<file path="config.mk">
export PLATFORM = sky130hd
export DESIGN_NAME = bcu_branch_unit
export DESIGN_NICKNAME = d
export VERILOG_FILES = /design/src/rtl/bcu_pkg.sv /design/src/rtl/bcu_flag_eval.sv /design/src/rtl/bcu_bit_eval.sv /design/src/rtl/bcu_addr_gen.sv /design/src/rtl/bcu_branch_unit.sv
export SDC_FILE = /design/constraint.sdc
export NUM_CORES = 1
export LEC_CHECK = 0
export ABC_AREA = 0
export BUFFER_PORTS_ARGS = -buffer_cell sky130_fd_sc_hd__buf_4
export CORE_MARGIN = 2
export CORE_UTILIZATION = 50
export DETAILED_ROUTE_END_ITERATION = 10
export PLACE_DENSITY = 0.86
export SKIP_CTS_REPAIR_TIMING = 1
export SLEW_MARGIN = 5
export SYNTH_ARGS = -nofsm -noshare
export SYNTH_HDL_FRONTEND = slang
export SYNTH_HIERARCHICAL = 1
export SYNTH_SLANG_ARGS = --single-unit
</file>
<file path="constraint.sdc">
create_clock -name clk -period 8.5 [get_ports clk]
set_clock_uncertainty 0.2 [all_clocks]
set_input_delay 1.7 -clock clk [delete_from_list [all_inputs] [get_ports clk]]
set_output_delay 1.7 -clock clk [all_outputs]
set_load 0.005 [all_outputs]
</file>
<file path="src/rtl/bcu_pkg.sv">
// Package: shared widths, condition selector values, length classes and
// the flag bundle for the branch decision unit.
// Assumes flags are delivered as {N, Z, V, C}.
package bcu_pkg;

    localparam int COND_W = 5;
    localparam int LEN_W  = 2;

    // Condition selector values; bit 0 of a flag code inverts its partner.
    localparam logic [COND_W-1:0] CC_ALWAYS = 5'd0;
    localparam logic [COND_W-1:0] CC_NEVER  = 5'd1;
    localparam logic [COND_W-1:0] CC_FLAG_LIMIT = 5'd16;
    localparam logic [COND_W-1:0] CC_BITS_SET   = 5'd16;
    localparam logic [COND_W-1:0] CC_BITS_CLR   = 5'd17;

    // Instruction-length classes.
    localparam logic [LEN_W-1:0] LC_PLAIN  = 2'd0;
    localparam logic [LEN_W-1:0] LC_IDX_X  = 2'd1;
    localparam logic [LEN_W-1:0] LC_IDX_Y  = 2'd2;
    localparam logic [LEN_W-1:0] LC_DIRECT = 2'd3;

    typedef struct packed {
        logic n;
        logic z;
        logic v;
        logic c;
    } flags_t;

endpackage

</file>
<file path="src/rtl/bcu_flag_eval.sv">
// Flag condition evaluator: resolves the sixteen flag-based codes.
// Even codes hold the base condition, odd codes its complement.
// Assumes only the low four selector bits reach it.
module bcu_flag_eval
    import bcu_pkg::*;
(
    input  logic [3:0] sel_i,
    input  flags_t     flags_i,
    output logic       ok_o
);

    logic [7:0] base;
    logic       sign_agree;

    // Base conditions indexed by sel_i[3:1].
    always_comb begin
        sign_agree = (flags_i.n == flags_i.v);
        base[0] = 1'b1;                          // always
        base[1] = !flags_i.c && !flags_i.z;      // unsigned higher
        base[2] = !flags_i.c;                    // carry clear
        base[3] = !flags_i.z;                    // not zero
        base[4] = !flags_i.v;                    // no overflow
        base[5] = !flags_i.n;                    // non-negative
        base[6] = sign_agree;                    // signed greater or equal
        base[7] = sign_agree && !flags_i.z;      // signed greater
    end

    // Select the pair and apply the inversion bit.
    always_comb begin
        ok_o = base[sel_i[3:1]] ^ sel_i[0];
    end

endmodule

</file>
<file path="src/rtl/bcu_bit_eval.sv">
// Mask test evaluator: reports whether every masked bit of the byte is
// set and whether every masked bit is clear. An empty mask satisfies both.
module bcu_bit_eval #(
    parameter int BYTE_W = 8
) (
    input  logic [BYTE_W-1:0] byte_i,
    input  logic [BYTE_W-1:0] mask_i,
    output logic              all_set_o,
    output logic              all_clr_o
);

    logic [BYTE_W-1:0] set_ok;
    logic [BYTE_W-1:0] clr_ok;

    // Per-bit qualification; unmasked bits always qualify.
    for (genvar i = 0; i < BYTE_W; i++) begin : g_bit
        assign set_ok[i] = !mask_i[i] || byte_i[i];
        assign clr_ok[i] = !mask_i[i] || !byte_i[i];
    end

    // Reduce across the byte.
    always_comb begin
        all_set_o = &set_ok;
        all_clr_o = &clr_ok;
    end

endmodule

</file>
<file path="src/rtl/bcu_addr_gen.sv">
// Address generator: picks the length term from the class and forms the
// fall-through and target addresses, wrapping modulo 2^ADDR_W.
module bcu_addr_gen
    import bcu_pkg::*;
#(
    parameter int ADDR_W   = 16,
    parameter int DISP_W   = 8,
    parameter int T_PLAIN  = 2,
    parameter int T_IDX_X  = 4,
    parameter int T_IDX_Y  = 5,
    parameter int T_DIRECT = 4
) (
    input  logic [ADDR_W-1:0] pc_i,
    input  logic [DISP_W-1:0] disp_i,
    input  logic [LEN_W-1:0]  len_i,
    output logic [ADDR_W-1:0] fall_o,
    output logic [ADDR_W-1:0] target_o
);

    localparam int EXT_W = ADDR_W - DISP_W;

    logic [ADDR_W-1:0] len_term;
    logic [ADDR_W-1:0] disp_ext;

    // Length term for the instruction class.
    always_comb begin
        case (len_i)
            LC_PLAIN:  len_term = ADDR_W'(T_PLAIN);
            LC_IDX_X:  len_term = ADDR_W'(T_IDX_X);
            LC_IDX_Y:  len_term = ADDR_W'(T_IDX_Y);
            default:   len_term = ADDR_W'(T_DIRECT);
        endcase
    end

    // Sign-extend displacement and add.
    always_comb begin
        disp_ext = {{EXT_W{disp_i[DISP_W-1]}}, disp_i};
        fall_o   = pc_i + len_term;
        target_o = fall_o + disp_ext;
    end

endmodule

</file>
<file path="src/rtl/bcu_branch_unit.sv">
// Relative branch decision unit (top). Chooses between flag and mask
// evaluation by selector range, registers the decision and addresses.
// Assumes synchronous active-low reset; one cycle from input to output.
module bcu_branch_unit
    import bcu_pkg::*;
#(
    parameter int ADDR_W   = 16,
    parameter int DISP_W   = 8,
    parameter int BYTE_W   = 8,
    parameter int T_PLAIN  = 2,
    parameter int T_IDX_X  = 4,
    parameter int T_IDX_Y  = 5,
    parameter int T_DIRECT = 4
) (
    input  logic              clk,
    input  logic              rst_n,
    input  logic [ADDR_W-1:0] pc_i,
    input  logic [DISP_W-1:0] disp_i,
    input  logic [4:0]        cond_i,
    input  logic [3:0]        flags_i,
    input  logic [1:0]        len_i,
    input  logic [BYTE_W-1:0] byte_i,
    input  logic [BYTE_W-1:0] mask_i,
    output logic              taken_o,
    output logic [ADDR_W-1:0] target_o,
    output logic [ADDR_W-1:0] fall_o
);

    localparam int EXT_W = ADDR_W - DISP_W;

    logic              flag_ok;
    logic              all_set;
    logic              all_clr;
    logic              taken_d;
    logic [ADDR_W-1:0] fall_d;
    logic [ADDR_W-1:0] target_d;

    bcu_flag_eval u_flag (
        .sel_i   (cond_i[3:0]),
        .flags_i (flags_t'(flags_i)),
        .ok_o    (flag_ok)
    );

    bcu_bit_eval #(.BYTE_W(BYTE_W)) u_bits (
        .byte_i    (byte_i),
        .mask_i    (mask_i),
        .all_set_o (all_set),
        .all_clr_o (all_clr)
    );

    bcu_addr_gen #(
        .ADDR_W(ADDR_W), .DISP_W(DISP_W),
        .T_PLAIN(T_PLAIN), .T_IDX_X(T_IDX_X),
        .T_IDX_Y(T_IDX_Y), .T_DIRECT(T_DIRECT)
    ) u_addr (
        .pc_i     (pc_i),
        .disp_i   (disp_i),
        .len_i    (len_i),
        .fall_o   (fall_d),
        .target_o (target_d)
    );

    // Route the selector to the flag or mask result; unused codes never take.
    always_comb begin
        if (cond_i < CC_FLAG_LIMIT)     taken_d = flag_ok;
        else if (cond_i == CC_BITS_SET) taken_d = all_set;
        else if (cond_i == CC_BITS_CLR) taken_d = all_clr;
        else                            taken_d = 1'b0;
    end

    // Output registers with synchronous reset.
    always_ff @(posedge clk) begin
        if (!rst_n) begin
            taken_o  <= 1'b0;
            target_o <= '0;
            fall_o   <= '0;
        end else begin
            taken_o  <= taken_d;
            target_o <= target_d;
            fall_o   <= fall_d;
        end
    end

    // Always code takes, never code does not.
    p_always_r3: assert property (@(posedge clk) disable iff (!rst_n)
        (cond_i == CC_ALWAYS) |=> taken_o);
    p_never_r3: assert property (@(posedge clk) disable iff (!rst_n)
        (cond_i == CC_NEVER) |=> !taken_o);

    // Carry-clear code follows the inverted carry flag.
    p_carry_clear_r4: assert property (@(posedge clk) disable iff (!rst_n)
        (cond_i == 5'd4) |=> (taken_o == !$past(flags_i[0])));

    // Full mask match under the bit-set code forces a taken branch.
    p_mask_match_r7: assert property (@(posedge clk) disable iff (!rst_n)
        (cond_i == CC_BITS_SET && (byte_i & mask_i) == mask_i) |=> taken_o);

    // Fall-through lies two to five bytes past the branch address.
    p_fall_gap_r9: assert property (@(posedge clk) disable iff (!rst_n)
        rst_n |=> ((fall_o - $past(pc_i)) >= ADDR_W'(2)
                && (fall_o - $past(pc_i)) <= ADDR_W'(5)));

    // Target and fall-through differ by the sign-extended displacement.
    p_target_disp_r10: assert property (@(posedge clk) disable iff (!rst_n)
        rst_n |=> ((target_o - fall_o)
                == {{EXT_W{$past(disp_i[DISP_W-1])}}, $past(disp_i)}));

endmodule

</file>
==> impl_metrics.yaml, run 1 <==
clock_tree:
  cts_tree: "built"
  root_buffer: "clkbuf_8"
  cts_made_buffers: 5
  clock-sinks: 33
  clk_pin_slew_worst_paths_ns: 0.07
  h-tree-depth: 2
  clockBufferDepth: 2
pwr:
  p_switching_mw: 0.1438
  p_seq_share_pct: 35.9
  vdd_drop_max_uv: 75.46
  power.density_mw_per_mm2: 164.2
  p_comb_share_pct: 34.0
  power_mw: 0.4951
  p_clk_share_pct: 30.1
  p_leak_nw: 1.417
  p_int_mw: 0.3513
  p_sw_share_pct: 29.04
detailed_routing:
  wl_um: 5279
  routed-via-count: 2095
  drc: 0
  drtIter0Drc: 132
  wire_per_inst_um: 13.54
  drtAntennaViolNets: 0
  dr.pass1.iters: 4
  vias_per_cell: 5.372
timing:
  fin_setup_tns_ns: 0
  hold_viol: 0
  drv_slew: 0
  slew_headroom_pct: 75.41
  period_minus_slack_ns: 4.853
  fin_crit_sh_pct: 57.09
  finalSetupViolations: 0
  tightest_slew_ns: 0.3673
  rsz0062_at_grt: "false"
  fmax_ghz: 0.2061
setup_path:
  cp-start-kind: "primary input"
  criticalPathCategory: "in -> reg"
  cp_slowest_stage_delay_ns: 0.34
  worstSetupEndpointType: "flip-flop"
  crit_required_ns: 8.48
  critPathArrivalTime_ns: 4.83
  critPathLaunch: "len_i[1]"
  slowest_stage: "ha_1"
  cp_max_fo: 6
  worstPathCellList: "buf_4 -> or2_2 -> ha_1 -> a21oi_1 -> nor3b_1 -> and2_1 -> nand2_1 -> xnor2_1 -> ha_1 -> a21o_1 -> a21oi_1 -> a2bb2oi_1 -> o211ai_1 -> xnor2_1 -> and2_1"
finish:
  fin_nets: 410
  drive_gt1_share_pct: 31.07
  final_cell_mix: "buf_4 (85), and2_1 (35), dfxtp_1 (33), ha_1 (18)"
  insertedDiodeCount: 0
  final_common_cell: "buf_4"
  area_delta_synth_final_pct: 35.47
  fill_cells: 356
floorplanning:
  die_w_um: 70.72
  io_pins: 86
  std_cell_rows: 24
  core_mm2: 0.004324
  dieArea_mm2: 0.005001
  start_util_pct: 51.48
  fp.dieH_um: 70.72
grt:
  antenna_found_initial: 0
  grt-ovfl-total: 0
  grt_use_total_pct: 21.10
  grt_pass1_vias: 1949
  grt_max_degree: 34
  grt_pass1_wl_um: 8411
yosys:
  ys_seq_area_share_pct: 29.68
  ys_ff_latch: 33
  syn_avg_cell_area_um2: 8.868
  async_reset_ff_share_pct: 0
  synth_cell_types: 50
  netlist_area_mm2: 0.002226
  synth_cells: 251
  synth_edf_count: 0
  yosys_warnings: 6
  synth_ff_type: "dfxtp_1"
  syn-num-nets: 324
worst_hold_path:
  min-delay-start: "cond_i[4]"
  hold_path.class: "in -> reg"
  min_delay_path_depth: 3
  hold_end: "taken_o$_SDFF_PN0_"
run:
  maxCapViolCount: 0
placement:
  port_buffers: 85
  place_congestion: 0.8662
  hpwl_um: 4204
outcome:
  status: "complete, no violations"
sequential cells by signal (all words and copies together) (netlist names):
signal	cells
target_o	16
fall_o	16
taken_o	1
worst max-delay path, delay by kind of cell:
kind	cells	cell delay, ns
buf+inv	1	0.11
fa+ha+maj	2	0.67
simple gates	5	1.08
xor+xnor	2	0.32
compound gates	5	0.94
power by group through the flow:
stage | clock network, mW | logic, mW | registers (mW)
final | 0.149 | 0.168 | 0.178
after global routing | 0.158 | 0.186 | 0.179
after CTS | 0.152 | 0.168 | 0.178
after detailed placement | 0 | 0.167 | 0.181
after global placement | 0 | 0.162 | 0.181
after floorplan | 0 | 0.0946 | 0.184
cell families after synthesis:
kind of cell,after synthesis,share of synthesized area [%]
simple gates,89,24.06
compound gates,57,17.65
buf+inv,20,3.653
xor+xnor,29,11.41
fa+ha+maj,20,11.92
mux,3,1.630
flops,33,29.68
how the worst max path moves through the flow:
| stage | end | depth (start not counted) |
|---|---|---|
| after detailed placement | target_o[10]$_SDFF_PN0_ | 15 |
| after global placement | target_o[14]$_SDFF_PN0_ | 14 |
| after floorplan | target_o[14]$_SDFF_PN0_ | 14 |
| final | target_o[15]$_SDFF_PN0_ | 15 |
| after CTS | target_o[15]$_SDFF_PN0_ | 15 |
| after global routing | target_o[10]$_SDFF_PN0_ | 15 |
per-stage QoR:
| step | setup WS, ns | std cells | hold WS [ns] | instance area [um^2] | utilization, % |
|---|---|---|---|---|---|
| after floorplan | 3.668 | 251 | 1.622 | 2226 | - |
| after global placement | 3.487 | 382 | 1.757 | 2900 | 67.07 |
| after detailed placement | 3.387 | 382 | 1.766 | 2900 | 67.07 |
| after CTS | 3.677 | 390 | 1.459 | 3015 | 69.73 |
| after global routing | 3.382 | 390 | 1.451 | 3015 | 69.73 |
| final | 3.647 | 390 | 1.460 | 3015 | 69.73 |
synthesized netlist by cell type (all sizes together), types with 2 or more instances:
cell / number / area [um^2]
a21o: 5 / 37.54
a21oi: 19 / 102.6
a221oi: 2 / 17.52
a22oi: 4 / 30.03
a31oi: 2 / 12.51
and2: 35 / 219.0
and3: 4 / 31.28
and4: 5 / 46.29
buf: 2 / 10.01
clkbuf: 4 / 18.76
dfxtp: 33 / 660.6
fa: 2 / 40.04
ha: 18 / 225.2
inv: 14 / 52.55
mux2: 2 / 26.27
nand2: 10 / 37.54
nand2b: 2 / 12.51
nand3: 10 / 55.05
nand4: 3 / 18.77
nor2: 8 / 30.03
nor2b: 5 / 31.28
nor3: 3 / 26.28
nor3b: 2 / 15.01
o2111ai: 2 / 17.52
o211ai: 3 / 22.52
o21ai: 4 / 20.02
o21bai: 2 / 15.01
o22ai: 5 / 31.28
xnor2: 17 / 148.9
xor2: 12 / 105.1
per-layer routing:
metal | share of wire (%) | vias up | routed length, um | global-route usage (%)
li1 | - | 1060 | - | -
met1 | 42 | 954 | 2210 | 25.00
met2 | 51 | 76 | 2686 | 37.28
met3 | 6.1 | 5 | 323 | 4.558
met4 | 1.1 | 0 | 57 | 7.966
met5 | 0 | - | 0 | 0
final cells by class:
type / instances / area [um^2] / area share, %
Clock inverter: 3 / 46.29 / 1.535
Clock buffer: 5 / 68.82 / 2.282
Sequential cell: 33 / 660.6 / 21.91
Multi-Input combinational cell: 198 / 1484 / 49.21
Inverter: 14 / 52.55 / 1.743
Tap cell: 52 / 65.06 / 2.158
Timing Repair Buffer: 85 / 638.1 / 21.16
Power figures use the tool's default switching activity.
==> run 2: changes to the inputs <==
CORE_UTILIZATION = 49   (was 50)
PLACE_DENSITY = 0.84   (was 0.86)
clock period = 4.5 ns   (was 8.5 ns; I/O delays follow)
==> impl_metrics.yaml, run 2 (synthesis gave the netlist of run 1 again) <==
pwr:
  p_leak_nw: 1.407
  p_sw_share_pct: 30.43
  p_switching_mw: 0.2641
  p_comb_share_pct: 36.6
  p_int_mw: 0.6040
  vdd_drop_max_uv: 126.4
  power_mw: 0.8681
  p_seq_share_pct: 38.6
  power.density_mw_per_mm2: 290.7
  p_clk_share_pct: 24.8
floorplanning:
  fp.dieH_um: 71.40
  io_pins: 86
  core_mm2: 0.004354
  dieArea_mm2: 0.005098
  std_cell_rows: 24
  die_w_um: 71.40
  start_util_pct: 51.12
detailed_routing:
  drtAntennaViolNets: 0
  dr.pass1.iters: 4
  wl_um: 5219
  drtIter0Drc: 108
  routed-via-count: 2078
  drc: 0
  vias_per_cell: 5.328
  wire_per_inst_um: 13.38
finish:
  insertedDiodeCount: 0
  fin_nets: 410
  final_common_cell: "buf_4"
  area_delta_synth_final_pct: 34.18
  final_cell_mix: "buf_4 (85), and2_1 (35), dfxtp_1 (33), ha_1 (18)"
  top_regs: "fall_o x16, target_o x16, taken_o x1"
  drive_gt1_share_pct: 31.07
worst_hold_path:
  min-delay-start: "cond_i[4]"
  hold_path.class: "in -> reg"
  min_delay_path_depth: 3
  hold_end: "taken_o$_SDFF_PN0_"
setup_path:
  cpMostUsedCell: "and2_1"
  crit_required_ns: 4.48
  cp_slowest_stage_delay_ns: 0.35
  cp-start-kind: "primary input"
  slowest_stage: "ha_1"
  worstPathCellList: "buf_4 -> or2_2 -> ha_1 -> a21oi_1 -> nor3b_1 -> and2_1 -> nand2_1 -> xnor2_1 -> ha_1 -> a21o_1 -> a21oi_1 -> and2_1 -> nand2_1 -> xnor2_1 -> and2_1"
  critPathArrivalTime_ns: 4.08
  worstSetupEndpointType: "flip-flop"
  criticalPathCategory: "in -> reg"
  cp_max_fo: 6
grt:
  grt_pass1_vias: 1989
  antenna_found_initial: 0
  grt_use_total_pct: 20.85
  grt_pass1_wl_um: 8535
  grt_max_degree: 34
  grt-ovfl-total: 0
placement:
  dp_worst_setup_slack_ns: 0.1271
  place_congestion: 0.8690
  hpwl_um: 4163
  port_buffers: 85
clock_tree:
  clockBufferDepth: 2
  cts_made_buffers: 5
  clock-sinks: 33
  cts_tree: "built"
  root_buffer: "clkbuf_8"
  clk_pin_slew_worst_paths_ns: 0.07
  h-tree-depth: 2
run:
  maxCapViolCount: 0
timing:
  slew_headroom_pct: 72.41
  finalSetupViolations: 0
  drv_slew: 0
  period_minus_slack_ns: 4.108
  fin_setup_tns_ns: 0
  rsz0062_at_grt: "false"
  fin_crit_sh_pct: 91.28
  hold_viol: 0
  fmax_ghz: 0.2434
  tightest_slew_ns: 0.4120
  worst_slack_ns: 0.3923
outcome:
  status: "complete, no violations"
## run 2: cell types whose count changed in the layout (fill, tap and decap cells not counted), sizes merged
cell,delta
bufinv,-1
clkinv,+1
## run 2: worst max path at each step
stage / start / end / slack [ns]
after floorplan: len_i[1] / target_o[14]$_SDFF_PN0_ / 0.47
after global placement: len_i[1] / target_o[15]$_SDFF_PN0_ / 0.25
after detailed placement: len_i[1] / target_o[15]$_SDFF_PN0_ / 0.13
after CTS: len_i[1] / target_o[10]$_SDFF_PN0_ / 0.42
after global routing: len_i[1] / target_o[14]$_SDFF_PN0_ / 0.21
final: len_i[1] / target_o[10]$_SDFF_PN0_ / 0.39
## run 2: power by group through the flow
stage	logic (mW)	registers, mW	clock network (mW)
finish	0.317	0.335	0.215
global route	0.349	0.339	0.235
CTS	0.316	0.336	0.221
floorplan	0.179	0.347	0
global placement	0.305	0.341	0
detailed placement	0.314	0.342	0
## run 2: through the flow
stage / hold WS (ns) / util (%) / instances / instance area [um^2]
final: 0.6725 / 68.59 / 390 / 2987
after global routing: 0.6822 / 68.59 / 390 / 2987
after CTS: 0.6676 / 68.59 / 390 / 2987
after detailed placement: 0.9730 / 66.61 / 382 / 2900
after global placement: 0.9568 / 66.61 / 382 / 2900
after floorplan: 0.8217 / - / 251 / 2226
## run 2: area by class of cell
| class | count | area [um^2] |
|---|---|---|
| clock buffers | 5 | 68.82 |
| clock inverters | 3 | 17.52 |
| fillers | 325 | 1368 |
| inverters | 14 | 52.55 |
| multi-input cells | 198 | 1484 |
| flip-flops and latches | 33 | 660.6 |
| well taps | 52 | 65.06 |
| repair buffers | 85 | 638.1 |
## run 2: per-layer routing
metal  part of all wire [%]  vias to the layer above  GRT usage, %
met5                      0                        -             0
met4                    1.5                        0         6.499
met3                    6.0                        8         4.782
met2                     52                       77         37.35
met1                     40                      938         24.61
li1                       -                     1055             -
## run 2: worst max-delay path, delay by kind of cell
kind | cells | cell delay, ns
fa+ha+maj | 2 | 0.70
compound gates | 3 | 0.64
buf+inv | 1 | 0.11
xor+xnor | 2 | 0.35
simple gates | 7 | 1.40
